File: src/rtl/spi_cmd_pkg.sv
package spi_cmd_pkg;
    localparam int HDR_W    = 8;
    localparam int ADDR_W   = 4;
    localparam int DATA_W   = 16;
    localparam int ADDR_LSB = 3;
    localparam int RD_BIT   = 2;
    localparam int LONG_LEN = HDR_W + DATA_W;
    localparam int CNT_W    = $clog2(LONG_LEN + 1);

    typedef struct packed {
        logic [CNT_W-1:0]  cnt;
        logic [DATA_W-1:0] shreg;
        logic              rd;
        logic [ADDR_W-1:0] addr;
        logic              ctl_stb;
        logic [HDR_W-2:0]  ctl_cmd;
        logic              wr_stb;
        logic [DATA_W-1:0] wr_data;
    } rx_state_t;

    typedef struct packed {
        logic [DATA_W-1:0] shreg;
        logic              active;
    } tx_state_t;
endpackage

File: src/rtl/spi_in_sync.sv
module spi_in_sync #(
    parameter int            W      = 3,
    parameter int            STAGES = 2,
    parameter logic [W-1:0]  RST_V  = '0
) (
    input  logic         clk,
    input  logic         rst_n,
    input  logic [W-1:0] din,
    output logic [W-1:0] dout,
    output logic [W-1:0] dprev
);
    logic [W-1:0] pipe_q [STAGES+1];

    generate
        for (genvar i = 0; i <= STAGES; i++) begin : g_stage
            if (i == 0) begin : g_first
                always_ff @(posedge clk or negedge rst_n) begin
                    if (!rst_n) pipe_q[0] <= RST_V;
                    else        pipe_q[0] <= din;
                end
            end else begin : g_next
                always_ff @(posedge clk or negedge rst_n) begin
                    if (!rst_n) pipe_q[i] <= RST_V;
                    else        pipe_q[i] <= pipe_q[i-1];
                end
            end
        end
    endgenerate

    assign dout  = pipe_q[STAGES-1];
    assign dprev = pipe_q[STAGES];
endmodule

File: src/rtl/spi_rx_frame.sv
module spi_rx_frame
    import spi_cmd_pkg::*;
(
    input  logic              clk,
    input  logic              rst_n,
    input  logic              cs_act,
    input  logic              rise,
    input  logic              mosi_s,
    output logic [CNT_W-1:0]  cnt,
    output logic              rd,
    output logic [ADDR_W-1:0] addr,
    output logic              ctl_stb,
    output logic [HDR_W-2:0]  ctl_cmd,
    output logic              wr_stb,
    output logic [DATA_W-1:0] wr_data
);
    rx_state_t        st_d, st_q;
    logic [HDR_W-1:0] hdr;

    always_comb begin
        st_d         = st_q;
        st_d.ctl_stb = 1'b0;
        st_d.wr_stb  = 1'b0;
        hdr          = {st_q.shreg[HDR_W-2:0], mosi_s};
        if (!cs_act) begin
            st_d.cnt = '0;
        end else if (rise) begin
            st_d.shreg = {st_q.shreg[DATA_W-2:0], mosi_s};
            if (st_q.cnt == CNT_W'(HDR_W - 1)) begin
                if (hdr[HDR_W-1]) begin
                    st_d.ctl_stb = 1'b1;
                    st_d.ctl_cmd = hdr[HDR_W-2:0];
                    st_d.cnt     = '0;
                end else begin
                    st_d.addr = hdr[ADDR_LSB +: ADDR_W];
                    st_d.rd   = hdr[RD_BIT];
                    st_d.cnt  = st_q.cnt + 1'b1;
                end
            end else if (st_q.cnt == CNT_W'(LONG_LEN - 1)) begin
                if (!st_q.rd) begin
                    st_d.wr_stb  = 1'b1;
                    st_d.wr_data = {st_q.shreg[DATA_W-2:0], mosi_s};
                end
                st_d.cnt = '0;
            end else begin
                st_d.cnt = st_q.cnt + 1'b1;
            end
        end
    end

    always_ff @(posedge clk or negedge rst_n) begin
        if (!rst_n) st_q <= '0;
        else        st_q <= st_d;
    end

    assign cnt     = st_q.cnt;
    assign rd      = st_q.rd;
    assign addr    = st_q.addr;
    assign ctl_stb = st_q.ctl_stb;
    assign ctl_cmd = st_q.ctl_cmd;
    assign wr_stb  = st_q.wr_stb;
    assign wr_data = st_q.wr_data;
endmodule

File: src/rtl/spi_tx_shift.sv
module spi_tx_shift
    import spi_cmd_pkg::*;
(
    input  logic              clk,
    input  logic              rst_n,
    input  logic              cs_act,
    input  logic              fall,
    input  logic [CNT_W-1:0]  cnt,
    input  logic              rd,
    input  logic [DATA_W-1:0] rd_data,
    output logic              miso_data
);
    tx_state_t st_d, st_q;

    always_comb begin
        st_d = st_q;
        if (!cs_act) begin
            st_d = '0;
        end else if (fall) begin
            if (rd && cnt == CNT_W'(HDR_W)) begin
                st_d.shreg  = rd_data;
                st_d.active = 1'b1;
            end else if (cnt == '0) begin
                st_d.active = 1'b0;
            end else if (st_q.active) begin
                st_d.shreg = {st_q.shreg[DATA_W-2:0], 1'b0};
            end
        end
    end

    always_ff @(posedge clk or negedge rst_n) begin
        if (!rst_n) st_q <= '0;
        else        st_q <= st_d;
    end

    assign miso_data = st_q.active & st_q.shreg[DATA_W-1];
endmodule

File: src/rtl/spi_cmd_slave.sv
module spi_cmd_slave
    import spi_cmd_pkg::*;
#(
    parameter int SYNC_STAGES = 2
) (
    input  logic              clk,
    input  logic              rst_n,
    input  logic              sclk,
    input  logic              cs_n,
    input  logic              mosi,
    output logic              miso_data,
    output logic              miso_en,
    output logic [ADDR_W-1:0] rd_addr,
    input  logic [DATA_W-1:0] rd_data,
    output logic              wr_stb,
    output logic [ADDR_W-1:0] wr_addr,
    output logic [DATA_W-1:0] wr_data,
    output logic              ctl_stb,
    output logic [HDR_W-2:0]  ctl_cmd
);
    logic [2:0]       s_now, s_prev;
    logic             cs_act, sclk_rise, sclk_fall, mosi_s;
    logic [CNT_W-1:0] bit_cnt;
    logic             rd_frame;
    logic [ADDR_W-1:0] frame_addr;

    spi_in_sync #(.W(3), .STAGES(SYNC_STAGES), .RST_V(3'b010)) u_sync (
        .clk(clk), .rst_n(rst_n),
        .din({sclk, cs_n, mosi}),
        .dout(s_now), .dprev(s_prev)
    );

    assign cs_act    = ~s_now[1];
    assign mosi_s    = s_now[0];
    assign sclk_rise = cs_act &  s_now[2] & ~s_prev[2];
    assign sclk_fall = cs_act & ~s_now[2] &  s_prev[2];

    spi_rx_frame u_rx (
        .clk(clk), .rst_n(rst_n), .cs_act(cs_act), .rise(sclk_rise), .mosi_s(mosi_s),
        .cnt(bit_cnt), .rd(rd_frame), .addr(frame_addr),
        .ctl_stb(ctl_stb), .ctl_cmd(ctl_cmd),
        .wr_stb(wr_stb), .wr_data(wr_data)
    );

    spi_tx_shift u_tx (
        .clk(clk), .rst_n(rst_n), .cs_act(cs_act), .fall(sclk_fall),
        .cnt(bit_cnt), .rd(rd_frame), .rd_data(rd_data), .miso_data(miso_data)
    );

    assign miso_en = cs_act;
    assign rd_addr = frame_addr;
    assign wr_addr = frame_addr;
endmodule

File: config.mk
export PLATFORM = sky130hd
export DESIGN_NAME = spi_cmd_slave
export DESIGN_NICKNAME = d
export VERILOG_FILES = /design/src/rtl/spi_cmd_pkg.sv /design/src/rtl/spi_in_sync.sv /design/src/rtl/spi_rx_frame.sv /design/src/rtl/spi_tx_shift.sv /design/src/rtl/spi_cmd_slave.sv
export SDC_FILE = /design/constraint.sdc
export NUM_CORES = 1
export LEC_CHECK = 0
export BUFFER_PORTS_ARGS = -buffer_cell sky130_fd_sc_hd__buf_2
export CORE_ASPECT_RATIO = 0.9
export CORE_MARGIN = 3
export CORE_UTILIZATION = 50
export DETAILED_ROUTE_END_ITERATION = 10
export GPL_ROUTABILITY_DRIVEN = 0
export PLACE_DENSITY = 0.86
export SLEW_MARGIN = 25
export SYNTH_ARGS = -nofsm -noshare
export SYNTH_HDL_FRONTEND = slang
export SYNTH_HIERARCHICAL = 1
export SYNTH_SLANG_ARGS = --single-unit
File: constraint.sdc
create_clock -name clk -period 2 [get_ports clk]
set_input_delay 0 -clock clk [delete_from_list [all_inputs] [get_ports clk]]
set_output_delay 0 -clock clk [all_outputs]
set_load 0.01 [all_outputs]
# After elaboration in Yosys (flattened, before gate mapping)
# Index checks and enable logic that the tools add are counted.
# totals
regBits,77
input_bits,21
wordCells,59
# classes
addsub,1
n_eq_ne,4
muxes,18
bitwise_logic,11
n_reduce_logical,12
# ops
operator,n
$mux 17,6
$mux 51,1
$mux 16,2
$mux 25,1
$mux 5,5
$mux 13,1
$mux 8,1
$reduce_and 4->1,2
$not 1->1,6
$reduce_bool 3->1,2
$add 5x1->5 const B,1
$and 1x1->1,5
$eq 5x3->1 const B,1
$eq 5x4->1 const B,1
$eq 5x5->1 const B,1
$logic_not 5->1,1
$reduce_and 5->1,1
$reduce_and 2->1,2
$reduce_bool 2->1,2
$ne 3x2->1 const B,1
$reduce_and 3->1,1
$logic_and 1x1->1,1
$mux 1,1

# Depth between registers and ports, before layout
# Gate-level depths: netlist of the first run.
# depth
depth_word,5
depth_mapped,8

# Modules after synthesis
# Netlist of the first run, hierarchy kept.
# modules_own_cells
module,n_inst,cells_each,area_each_um2,seq_area_each_um2
spi_rx_frame,1,157,2273.4,1251.2
spi_tx_shift,1,67,892.1,425.4
spi_in_sync,1,15,274.0,229.0
spi_cmd_slave,1,7,48.8,0.0

# Worst setup path after synthesis of the first run
# No wires, ideal clock.
# synth_path
path_type,reg2reg
startpoint,"register u_sync.pipe_q, in the netlist u_sync/dout[1]"
endpoint,"register u_rx.st_q, in the netlist u_rx/wr_data[1]"
setup_time_ns,0.125
t_arrival_ns,1.991
required_ns,1.875
setup_slack_ns,-0.116
stages_incl_launch_ff,9
path_cell_list,dfstp_2 -> buf_4 -> inv_1 -> buf_4 -> nand3b_4 -> or4b_4 -> buf_6 -> buf_12 -> mux2_4
# synth_between
elab_chain_cells,4
# synth_rtl
element,line_no,text
start: declaration,spi_in_sync.sv:12,logic [W-1:0] pipe_q [STAGES+1];
start signal: indexed assignment,spi_in_sync.sv:24,else pipe_q[i] <= pipe_q[i-1];
$not 1->1 (no source line) *,n/a,
via miso_en,spi_cmd_slave.sv:12,"output logic miso_en,"
$and 1x1->1 (2 in a row),spi_cmd_slave.sv:35,assign sclk_rise = cs_act & s_now[2] & ~s_prev[2];
$reduce_and 5->1 (no source line) *,n/a,
end signal: assignment,spi_rx_frame.sv:53,else st_q <= st_d;
end: declaration,spi_rx_frame.sv:17,"rx_state_t st_d, st_q;"
# The timed path passes the listed nets; every way through them passes the cells marked *.
# A chain may end at the register's enable or synchronous reset.

# Worst setup path after layout of the first run
# layout_path
startpoint,"register u_sync.pipe_q, in the netlist u_sync/dprev[2]"
endpoint,"register u_rx.st_q, in the netlist u_rx/addr[0]"
# layout_between
elab_chain_cells,3
# layout_rtl
element,line_no,text
$not 1->1,spi_cmd_slave.sv:35,
$and 1x1->1,spi_cmd_slave.sv:35,
via sclk_rise,spi_cmd_slave.sv:22,"logic cs_act, sclk_rise, sclk_fall, mosi_s;"
$reduce_and 4->1 (no source line),n/a,
# The timed path passes the listed nets, and every way through them passes these cells.

==> results of run 1 <==
==> cell type report <==
| cell class | instances | share of cell area |
|---|---|---|
| sequential | 74 | 0.471 |
| multi-input combinational | 115 | 0.298 |
| timing repair buffer | 84 | 0.142 |
| clock buffer | 10 | 0.0349 |
| tap | 87 | 0.0276 |
| clock inverter | 6 | 0.0226 |
| inverter | 4 | 0.00476 |
==> state kept, by name, summed over array words and instances, names as in the netlist <==
name / cells
u_tx/st_q: 17
u_rx/addr: 4
u_sync/pipe_q: 3
u_rx/ctl_stb: 1
u_rx/ctl_cmd: 7
u_rx/rd: 1
u_rx/wr_stb: 1
u_rx/wr_data: 16
u_rx/st_q: 8
u_rx/cnt: 5
u_rx/hdr: 7
u_sync/dprev: 1
u_sync/dout: 3
==> stage by stage <==
step	setup WS, ps	instance area [sq um]
2_1_floorplan	-22.8	3440
3_3_place_gp	118	3500
3_5_place_dp	75.6	3500
4_1_cts	41.1	3930
5_1_grt	12.1	3940
6_report	82.6	3940
==> power groups by stage <==
stage | sequential [mW] | combinational (mW) | clock (mW)
final | 1.60 | 0.162 | 1.28
after global routing | 1.60 | 0.178 | 1.39
after CTS | 1.59 | 0.165 | 1.33
after detailed placement | 1.62 | 0.134 | 0
after global placement | 1.62 | 0.128 | 0
after floorplan | 1.60 | 0.0817 | 0
==> timing repair <==
| item | CTS | global route |
|---|---|---|
| hold endpoints to repair | 91 | 0 |
| setup endpoints to repair | 0 | 13 |
| gates resized for setup | 0 | 1 |
| hold buffers | 20 | 0 |
==> worst max-delay path by stage <==
| stage | from | to | slack, ps | cells after the start |
|---|---|---|---|---|
| 6_report | u_sync/dprev[2]$_DFF_PN0_ | u_rx/addr[0]$_DFFE_PN0P_ | 80 | 4 |
| 3_3_place_gp | u_sync/dprev[2]$_DFF_PN0_ | u_rx/wr_data[10]$_DFFE_PN0P_ | 120 | 4 |
| 3_5_place_dp | u_sync/dprev[2]$_DFF_PN0_ | u_rx/wr_data[10]$_DFFE_PN0P_ | 80 | 4 |
| 5_1_grt | u_sync/dprev[2]$_DFF_PN0_ | u_rx/addr[0]$_DFFE_PN0P_ | 10 | 4 |
| 4_1_cts | u_sync/dprev[2]$_DFF_PN0_ | u_rx/wr_data[10]$_DFFE_PN0P_ | 40 | 4 |
| 2_1_floorplan | u_sync/dout[1]$_DFF_PN1_ | u_rx/wr_data[1]$_DFFE_PN0P_ | -20 | 8 |
==> layer usage <==
metal	up-vias	global-route usage	share of wire
met3	8	0.0565	0.044
met4	0	0.0453	0.012
met2	45	0.256	0.50
met1	1025	0.202	0.45
met5	-	0	0
li1	911	-	-
==> worst max-delay path, delay by kind of cell (launching register included) <==
family	cells	cell delay [ps]
mux	1	360
flops	1	390
simple gates	3	1060
==> qor.yml, run 1 <==
netlist_area_sq_mm: 0.00342
dp_hpwl_mm: 3.75
fmax_ghz: 0.522
layout-drive-gt1-share: 0.461
worst_pin_slew_ps: 898
clkTransAtPathRegs_ps: 80
min_path_cells: 2
synth_nets: 264
slew_headroom: 0.401
critPathArrivalTime_ps: 2150
setup_tns_ps: 0
max_stage_delay_ps: 640
numCtsBuffers: 9
ys_warn_count: 6
layout_min_cycle_time_ps: 1920
clk_path_buf_depth: 2
r2r_start: "u_sync/dprev[2]$_DFF_PN0_"
setup_viol: 0
drt-wirelength-per-cell_um: 15.7
ff2ff_setup_slack_ps: 80
worstPathCellList: "nor3b_2, nand2_4, or4_1, mux2_1"
htree_levels: 3
rows: 27
nets: 310
grt_max_degree: 75
core_area_sq_mm: 0.00638
die-area_sq_mm: 0.00787
cts_setup_buffers: 0
ant_nets: 0
p_comb_frac: 0.053
instances_no_fill: 380
critPathCaptureType: "flop"
antenna_found_initial: 0
n_antenna_cell: 0
skew_ps: 8.16
dr_total_vias: 1989
power_density_mw_per_mm2: 771
total_power_mw: 3.04
timing.hold.ws_ps: 298
hold_viol: 0
start_kind: "flop"
final_cell_mix: "dfrtp_1 (72), buf_2 (54), mux2_2 (31)"
drt-total-wl_mm: 5.96
cts_sinks: 74
p_clk_frac: 0.421
fin_util: 0.617
floorplan.initialDensity: 0.536
worstHoldEndpoint: "u_sync/pipe_q[8]$_DFF_PN0_"
slew_viol_final: 0
status: "finished, final reports clean"
die_y_um: 84.5
via_per_inst: 5.23
grt_pass1_wl_mm: 9.74
p_leak_nw: 2.00
maxCapViolCount: 0
rsz0062_at_grt: "false"
r2r-end: "u_rx/addr[0]$_DFFE_PN0P_"
io_pins: 56
cts_tree: "built"
critPathRequiredTime_ps: 2240
p_seq_frac: 0.525
grt_pass1_vias: 2007
power_switching_mw: 0.669
switching_share: 0.220
critPathKind: "reg2reg"
synthesis.instances: 242
drt-pass1-iter-count: 4
gr-total-overflow: 0
finalCritPeriodShare: 0.959
holdCritPathClass: "in2reg"
clock_latency_ps: 350
grt_usage: 0.158
drc: 0
cp_slowest_cell: "or4_1"
dp.cells: 343
layout_commonest_cell: "dfrtp_1"
area.sequential_sq_mm: 0.00185
rr_worst_depth: 4
cts_root_buffer: "clkbuf_8"
first_iter_violations: 135
die_w_um: 93.2
multi_input_area_sq_mm: 0.00117
syn_avg_cell_area_sq_um: 14.1
syn_to_final_growth_pct: 15.1
min_from: "sclk"
numPortBuffers: 55
irDropWorstVdd_uv: 561
internal_power_mw: 2.37
crit_fanout: 5
fillers: 509
Note: power is estimated with default switching activity, not from simulation.
==> run 2, diff against run 1 <==
- PLACE_DENSITY: 0.86 -> 0.83
- clock period: 2 -> 2.5 ns (I/O delays scaled with it)
==> qor.yml, run 2 (synthesis results as in run 1) <==
min_from: "sclk"  # unchanged
critPathRequiredTime_ps: 2730  # was 2240 ps
fmax_ghz: 0.488  # was 0.522 GHz
start_kind: "flop"  # unchanged
final_cell_mix: "dfrtp_1 (72), buf_2 (54), mux2_2 (31)"  # unchanged
die_y_um: 84.5  # unchanged
first_iter_violations: 65  # was 135
die-area_sq_mm: 0.00787  # unchanged
slew_headroom: 0.407  # was 0.401
dr_total_vias: 1877  # was 1989
fillers: 502  # was 509
startpoint: "u_sync/dout[1]$_DFF_PN1_"  # was u_sync/dprev[2]$_DFF_PN0_
core_area_sq_mm: 0.00638  # unchanged
cts_sinks: 74  # unchanged
cts_tree: "built"  # unchanged
dp_hpwl_mm: 3.57  # was 3.75 mm
irDropWorstVdd_uv: 322  # was 561 uV
gr-total-overflow: 0  # unchanged
maxCapViolCount: 0  # unchanged
drt-total-wl_mm: 5.50  # was 5.96 mm
critPathCaptureType: "flop"  # unchanged
holdCritPathClass: "in2reg"  # unchanged
layout-drive-gt1-share: 0.439  # was 0.461
die_w_um: 93.2  # unchanged
clkTransAtPathRegs_ps: 70  # was 80 ps
largest_reg_flops: 17  # unchanged
drc: 0  # unchanged
numPortBuffers: 55  # unchanged
setup_viol: 0  # unchanged
layout_commonest_cell: "dfrtp_1"  # unchanged
hold_viol: 0  # unchanged
grt_max_degree: 75  # unchanged
critPathArrivalTime_ps: 2280  # was 2150 ps
post_cts_resized: 0  # unchanged
worst_pin_slew_ps: 890  # was 898 ps
critPathKind: "reg2reg"  # unchanged
floorplan.initialDensity: 0.536  # unchanged
setup_tns_ps: 0  # unchanged
drt-wirelength-per-cell_um: 14.7  # was 15.7 um
rows: 27  # unchanged
total_power_mw: 2.32  # was 3.04 mW
cts_root_buffer: "clkbuf_8"  # unchanged
power_density_mw_per_mm2: 605  # was 771 mW/mm^2
htree_levels: 3  # unchanged
n_antenna_cell: 0  # unchanged
nets: 304  # was 310
via_per_inst: 5.02  # was 5.23
grt_pass1_wl_mm: 9.60  # was 9.74 mm
syn_to_final_growth_pct: 12.2  # was 15.1%
clk_path_buf_depth: 2  # unchanged
finalCritPeriodShare: 0.820  # was 0.959
numCtsBuffers: 9  # unchanged
p_leak_nw: 1.95  # was 2.00 nW
status: "finished, final reports clean"  # unchanged
io_pins: 56  # unchanged
regMostFlops: "u_tx/st_q"  # unchanged
r2r_start: "u_sync/dout[1]$_DFF_PN1_"  # was u_sync/dprev[2]$_DFF_PN0_
layout_min_cycle_time_ps: 2050  # was 1920 ps
drt-pass1-iter-count: 4  # unchanged
crit_fanout: 17  # was 5
skew_ps: 8.25  # was 8.16 ps
ant_nets: 0  # unchanged
grt_pass1_vias: 2034  # was 2007
slew_viol_final: 0  # unchanged
rsz0062_at_grt: "false"  # unchanged
antenna_found_initial: 0  # unchanged
clock_latency_ps: 340  # was 350 ps
grt_usage: 0.155  # was 0.158
run 2: cell count changes in the layout (fill, tap and decap cells not counted), sizes merged:
cell and delta:
bufinv -1, buf -5, clkbuf +2, or4b -1, clkinvlp -1
run 2: layer usage:
| metal | track usage | wire (um) |
|---|---|---|
| met3 | 0.0627 | 317 |
| met5 | 0 | 0 |
| met4 | 0.0479 | 66 |
| met2 | 0.239 | 2600 |
| met1 | 0.201 | 2510 |
run 2: what timing repair did:
| action | CTS | global route |
|---|---|---|
| endpoints found under the setup margin | 0 | 0 |
| hold buffers | 20 | 0 |
| hold endpoints to repair | 91 | 0 |
| buffers inserted | 0 | 0 |
run 2: cell type report:
| type | count | area, sq um | area share |
|---|---|---|---|
| flip-flops and latches | 74 | 1850 | 0.483 |
| multi-input cells | 114 | 1150 | 0.299 |
| repair buffers | 79 | 508 | 0.132 |
| clock buffers | 12 | 155 | 0.0404 |
| well taps | 87 | 109 | 0.0283 |
| clock inverters | 4 | 50.0 | 0.0130 |
| inverters | 4 | 15.0 | 0.00391 |
run 2: worst paths after layout:
path                                                to  slack, ps  depth (start not counted)
hold / removal              u_sync/pipe_q[8]$_DFF_PN0_        300                          2
max in group asynchronous      u_rx/cnt[2]$_DFFE_PN0P_       1610                          2
min in group asynchronous    u_rx/st_q[43]$_DFFE_PN0N_        320                          2
setup / recovery           u_rx/wr_data[0]$_DFFE_PN0P_        450                          4
hold reg to reg               u_sync/dout[2]$_DFF_PN0_        350                          0
setup reg to reg           u_rx/wr_data[0]$_DFFE_PN0P_        450                          4
run 2: critical path, cell delays in order, from the launching register on:
cell and delay, ps:
dfstp_2 380, nor3b_1 330, nand2_2 150, or4b_4 720, mux2_1 360
run 2: per-stage QoR:
stage	hold slack, ps	setup slack, ps	cells	util	area, sq um
after floorplan	-296	393	242	-	3420
after global placement	108	493	338	0.538	3430
after detailed placement	110	454	338	0.538	3430
after CTS	275	438	374	0.601	3840
after global routing	296	328	374	0.601	3840
final	298	450	374	0.601	3840
run 2: report_power, final:
part	switching, mW	internal, mW	total, mW
Combinational	0.0551	0.0680	0.123
Clock	0.412	0.514	0.926
Sequential	0.0415	1.23	1.28
==> run 3, diff against run 2 <==
- PLACE_DENSITY: 0.83 -> 0.86
- clock period: 2.5 -> 1.6 ns (I/O delays scaled with it)
==> qor.yml, run 3 (synthesis results as in run 1) <==
rsz0062_at_grt: "true"  # was false
layout_min_cycle_time_ps: 1870  # was 2050 ps
syn_to_final_growth_pct: 35.4  # was 12.2%
numCtsBuffers: 9  # unchanged
fin_area_sq_mm: 0.00463  # was 0.00384 sq mm
via_per_inst: 5.24  # was 5.02
fin_ws_ps: -273  # was 450 ps
holdCritPathClass: "in2async"  # was in2reg
finalCritPeriodShare: 1.17  # was 0.820
drt-wirelength-per-cell_um: 19.5  # was 14.7 um
status: "finished with violations"  # was finished, final reports clean
drt-total-wl_mm: 8.15  # was 5.50 mm
die_y_um: 84.5  # unchanged
rows: 27  # unchanged
critPathRequiredTime_ps: 1840  # was 2730 ps
die_w_um: 93.2  # unchanged
place_area_sq_mm: 0.00369  # was 0.00343 sq mm
slew_viol_final: 0  # unchanged
htree_levels: 3  # unchanged
cp_slowest_cell: "or4b_4"  # unchanged
ant_nets: 0  # unchanged
first_iter_violations: 116  # was 65
gr-total-overflow: 0  # unchanged
clkTransAtPathRegs_ps: 90  # was 70 ps
floorplan.initialDensity: 0.536  # unchanged
clk_path_buf_depth: 2  # unchanged
layout-drive-gt1-share: 0.603  # was 0.439
switching_share: 0.256  # was 0.219
p_clk_frac: 0.361  # was 0.398
internal_power_mw: 2.73  # was 1.82 mW
hold_viol: 0  # unchanged
regMostFlops: "u_tx/st_q"  # unchanged
drt-pass1-iter-count: 4  # unchanged
core_area_sq_mm: 0.00638  # unchanged
skew_ps: 14.9  # was 8.25 ps
grt_usage: 0.197  # was 0.155
numPortBuffers: 55  # unchanged
p_comb_frac: 0.093  # was 0.053
largest_reg_flops: 17  # unchanged
p_leak_nw: 2.31  # was 1.95 nW
slew_headroom: 0.676  # was 0.407
cts_sinks: 74  # unchanged
grt_pass1_wl_mm: 12.0  # was 9.60 mm
dp_hpwl_mm: 4.08  # was 3.57 mm
critPathKind: "reg2reg"  # unchanged
critPathCaptureType: "flop"  # unchanged
failed_checks: "setup timing"
worstPathCellList: "nor3b_4, nand2_4, or4b_4, mux2_4"  # was nor3b_1, nand2_2, or4b_4, mux2_1
fmax_ghz: 0.534  # was 0.488 GHz
final_cell_mix: "dfrtp_1 (71), buf_2 (53), mux2_4 (28)"  # was dfrtp_1 (72), buf_2 (54), mux2_2 (31)
nets: 347  # was 304
path_buf_inv: 0  # unchanged
critPathArrivalTime_ps: 2120  # was 2280 ps
n_antenna_cell: 0  # unchanged
drc: 0  # unchanged
io_pins: 56  # unchanged
antenna_found_initial: 0  # unchanged
power_density_mw_per_mm2: 793  # was 605 mW/mm^2
start_kind: "flop"  # unchanged
crit_fanout: 8  # was 17
die-area_sq_mm: 0.00787  # unchanged
power_switching_mw: 0.939  # was 0.509 mW
cp_top_family: "simple AND/OR/NAND/NOR gates"  # unchanged
setup_tns_ps: -10480  # was 0 ps
maxCapViolCount: 0  # unchanged
worst_pin_slew_ps: 486  # was 890 ps
grt_max_degree: 39  # was 75
timing.hold.ws_ps: 149  # was 298 ps
grt_pass1_vias: 2304  # was 2034
p_seq_frac: 0.546  # was 0.549
layout_commonest_cell: "dfrtp_1"  # unchanged
fillers: 382  # was 502
max_stage_delay_ps: 610  # was 720 ps
cts_tree: "built"  # unchanged
cts_root_buffer: "clkbuf_8"  # unchanged
irDropWorstVdd_uv: 609  # was 322 uV
dr_total_vias: 2185  # was 1877
setup_viol: 60  # was 0
clock_latency_ps: 360  # was 340 ps
[run 3: path summary, 6_finish.rpt]
kind / start / endpoint / slack [ps] / cells past startpoint
min in group clk: mosi / u_sync/pipe_q[6]$_DFF_PN0_ / 290 / 2
max: u_sync/dprev[2]$_DFF_PN0_ / u_rx/wr_data[6]$_DFFE_PN0P_ / -270 / 4
max reg2reg: u_sync/dprev[2]$_DFF_PN0_ / u_rx/wr_data[6]$_DFFE_PN0P_ / -270 / 4
min: rst_n / u_tx/st_q[10]$_DFFE_PN0P_ / 150 / 2
max in group asynchronous: rst_n / u_rx/cnt[2]$_DFFE_PN0P_ / 870 / 3
min reg2reg: u_sync/pipe_q[6]$_DFF_PN0_ / u_sync/dout[0]$_DFF_PN0_ / 360 / 0
[run 3: cell type report]
cell class	count	area, sq um	share of cell area
sequential	74	1860	0.401
multi-input combinational	116	1440	0.311
clock buffer	10	138	0.0297
tap	87	109	0.0235
inverter	4	18.8	0.00405
clock inverter	6	41.3	0.00891
timing repair buffer	120	1030	0.222
[run 3: power by group through the flow]
stage	Sequential, mW	Combinational, mW	Clock [mW]
after global routing	2.02	0.364	1.45
after detailed placement	2.03	0.194	0
after global placement	2.02	0.185	0
final	2.00	0.340	1.33
after floorplan	2.01	0.107	0
after CTS	2.00	0.271	1.34
[run 3: stage by stage]
stage                     setup WS, ps   util  power (mW)  std cells
after floorplan                   -422      -        2.11        242
after global placement            -251  0.578        2.21        358
final                             -273  0.725        3.67        417
after detailed placement          -311  0.578        2.23        358
after CTS                         -231  0.684        3.60        409
after global routing              -331  0.725        3.83        417
[run 3: worst reg2reg max path, cell delays in order (launching register included)]
cell and delay (ps):
dfrtp_1 430, nor3b_4 280, nand2_4 110, or4b_4 610
mux2_4 340
[run 3: what timing repair did]
action | in CTS | in global routing
gates cloned | 6 | 1
resized for setup | 28 | 42
endpoints found under the hold margin | 55 | 0
pin swaps | 10 | 9
hold buffers | 20 | 0
endpoints found under the setup margin | 60 | 65
setup buffers | 9 | 8
[run 3: routing by layer]
metal,up-vias,part of all wire,wire (um),global-route usage
li1,994,-,-,-
met1,1123,0.45,3670,0.261
met2,57,0.49,4010,0.321
met3,11,0.044,360,0.0502
met4,0,0.013,107,0.0573
met5,-,0,0,0
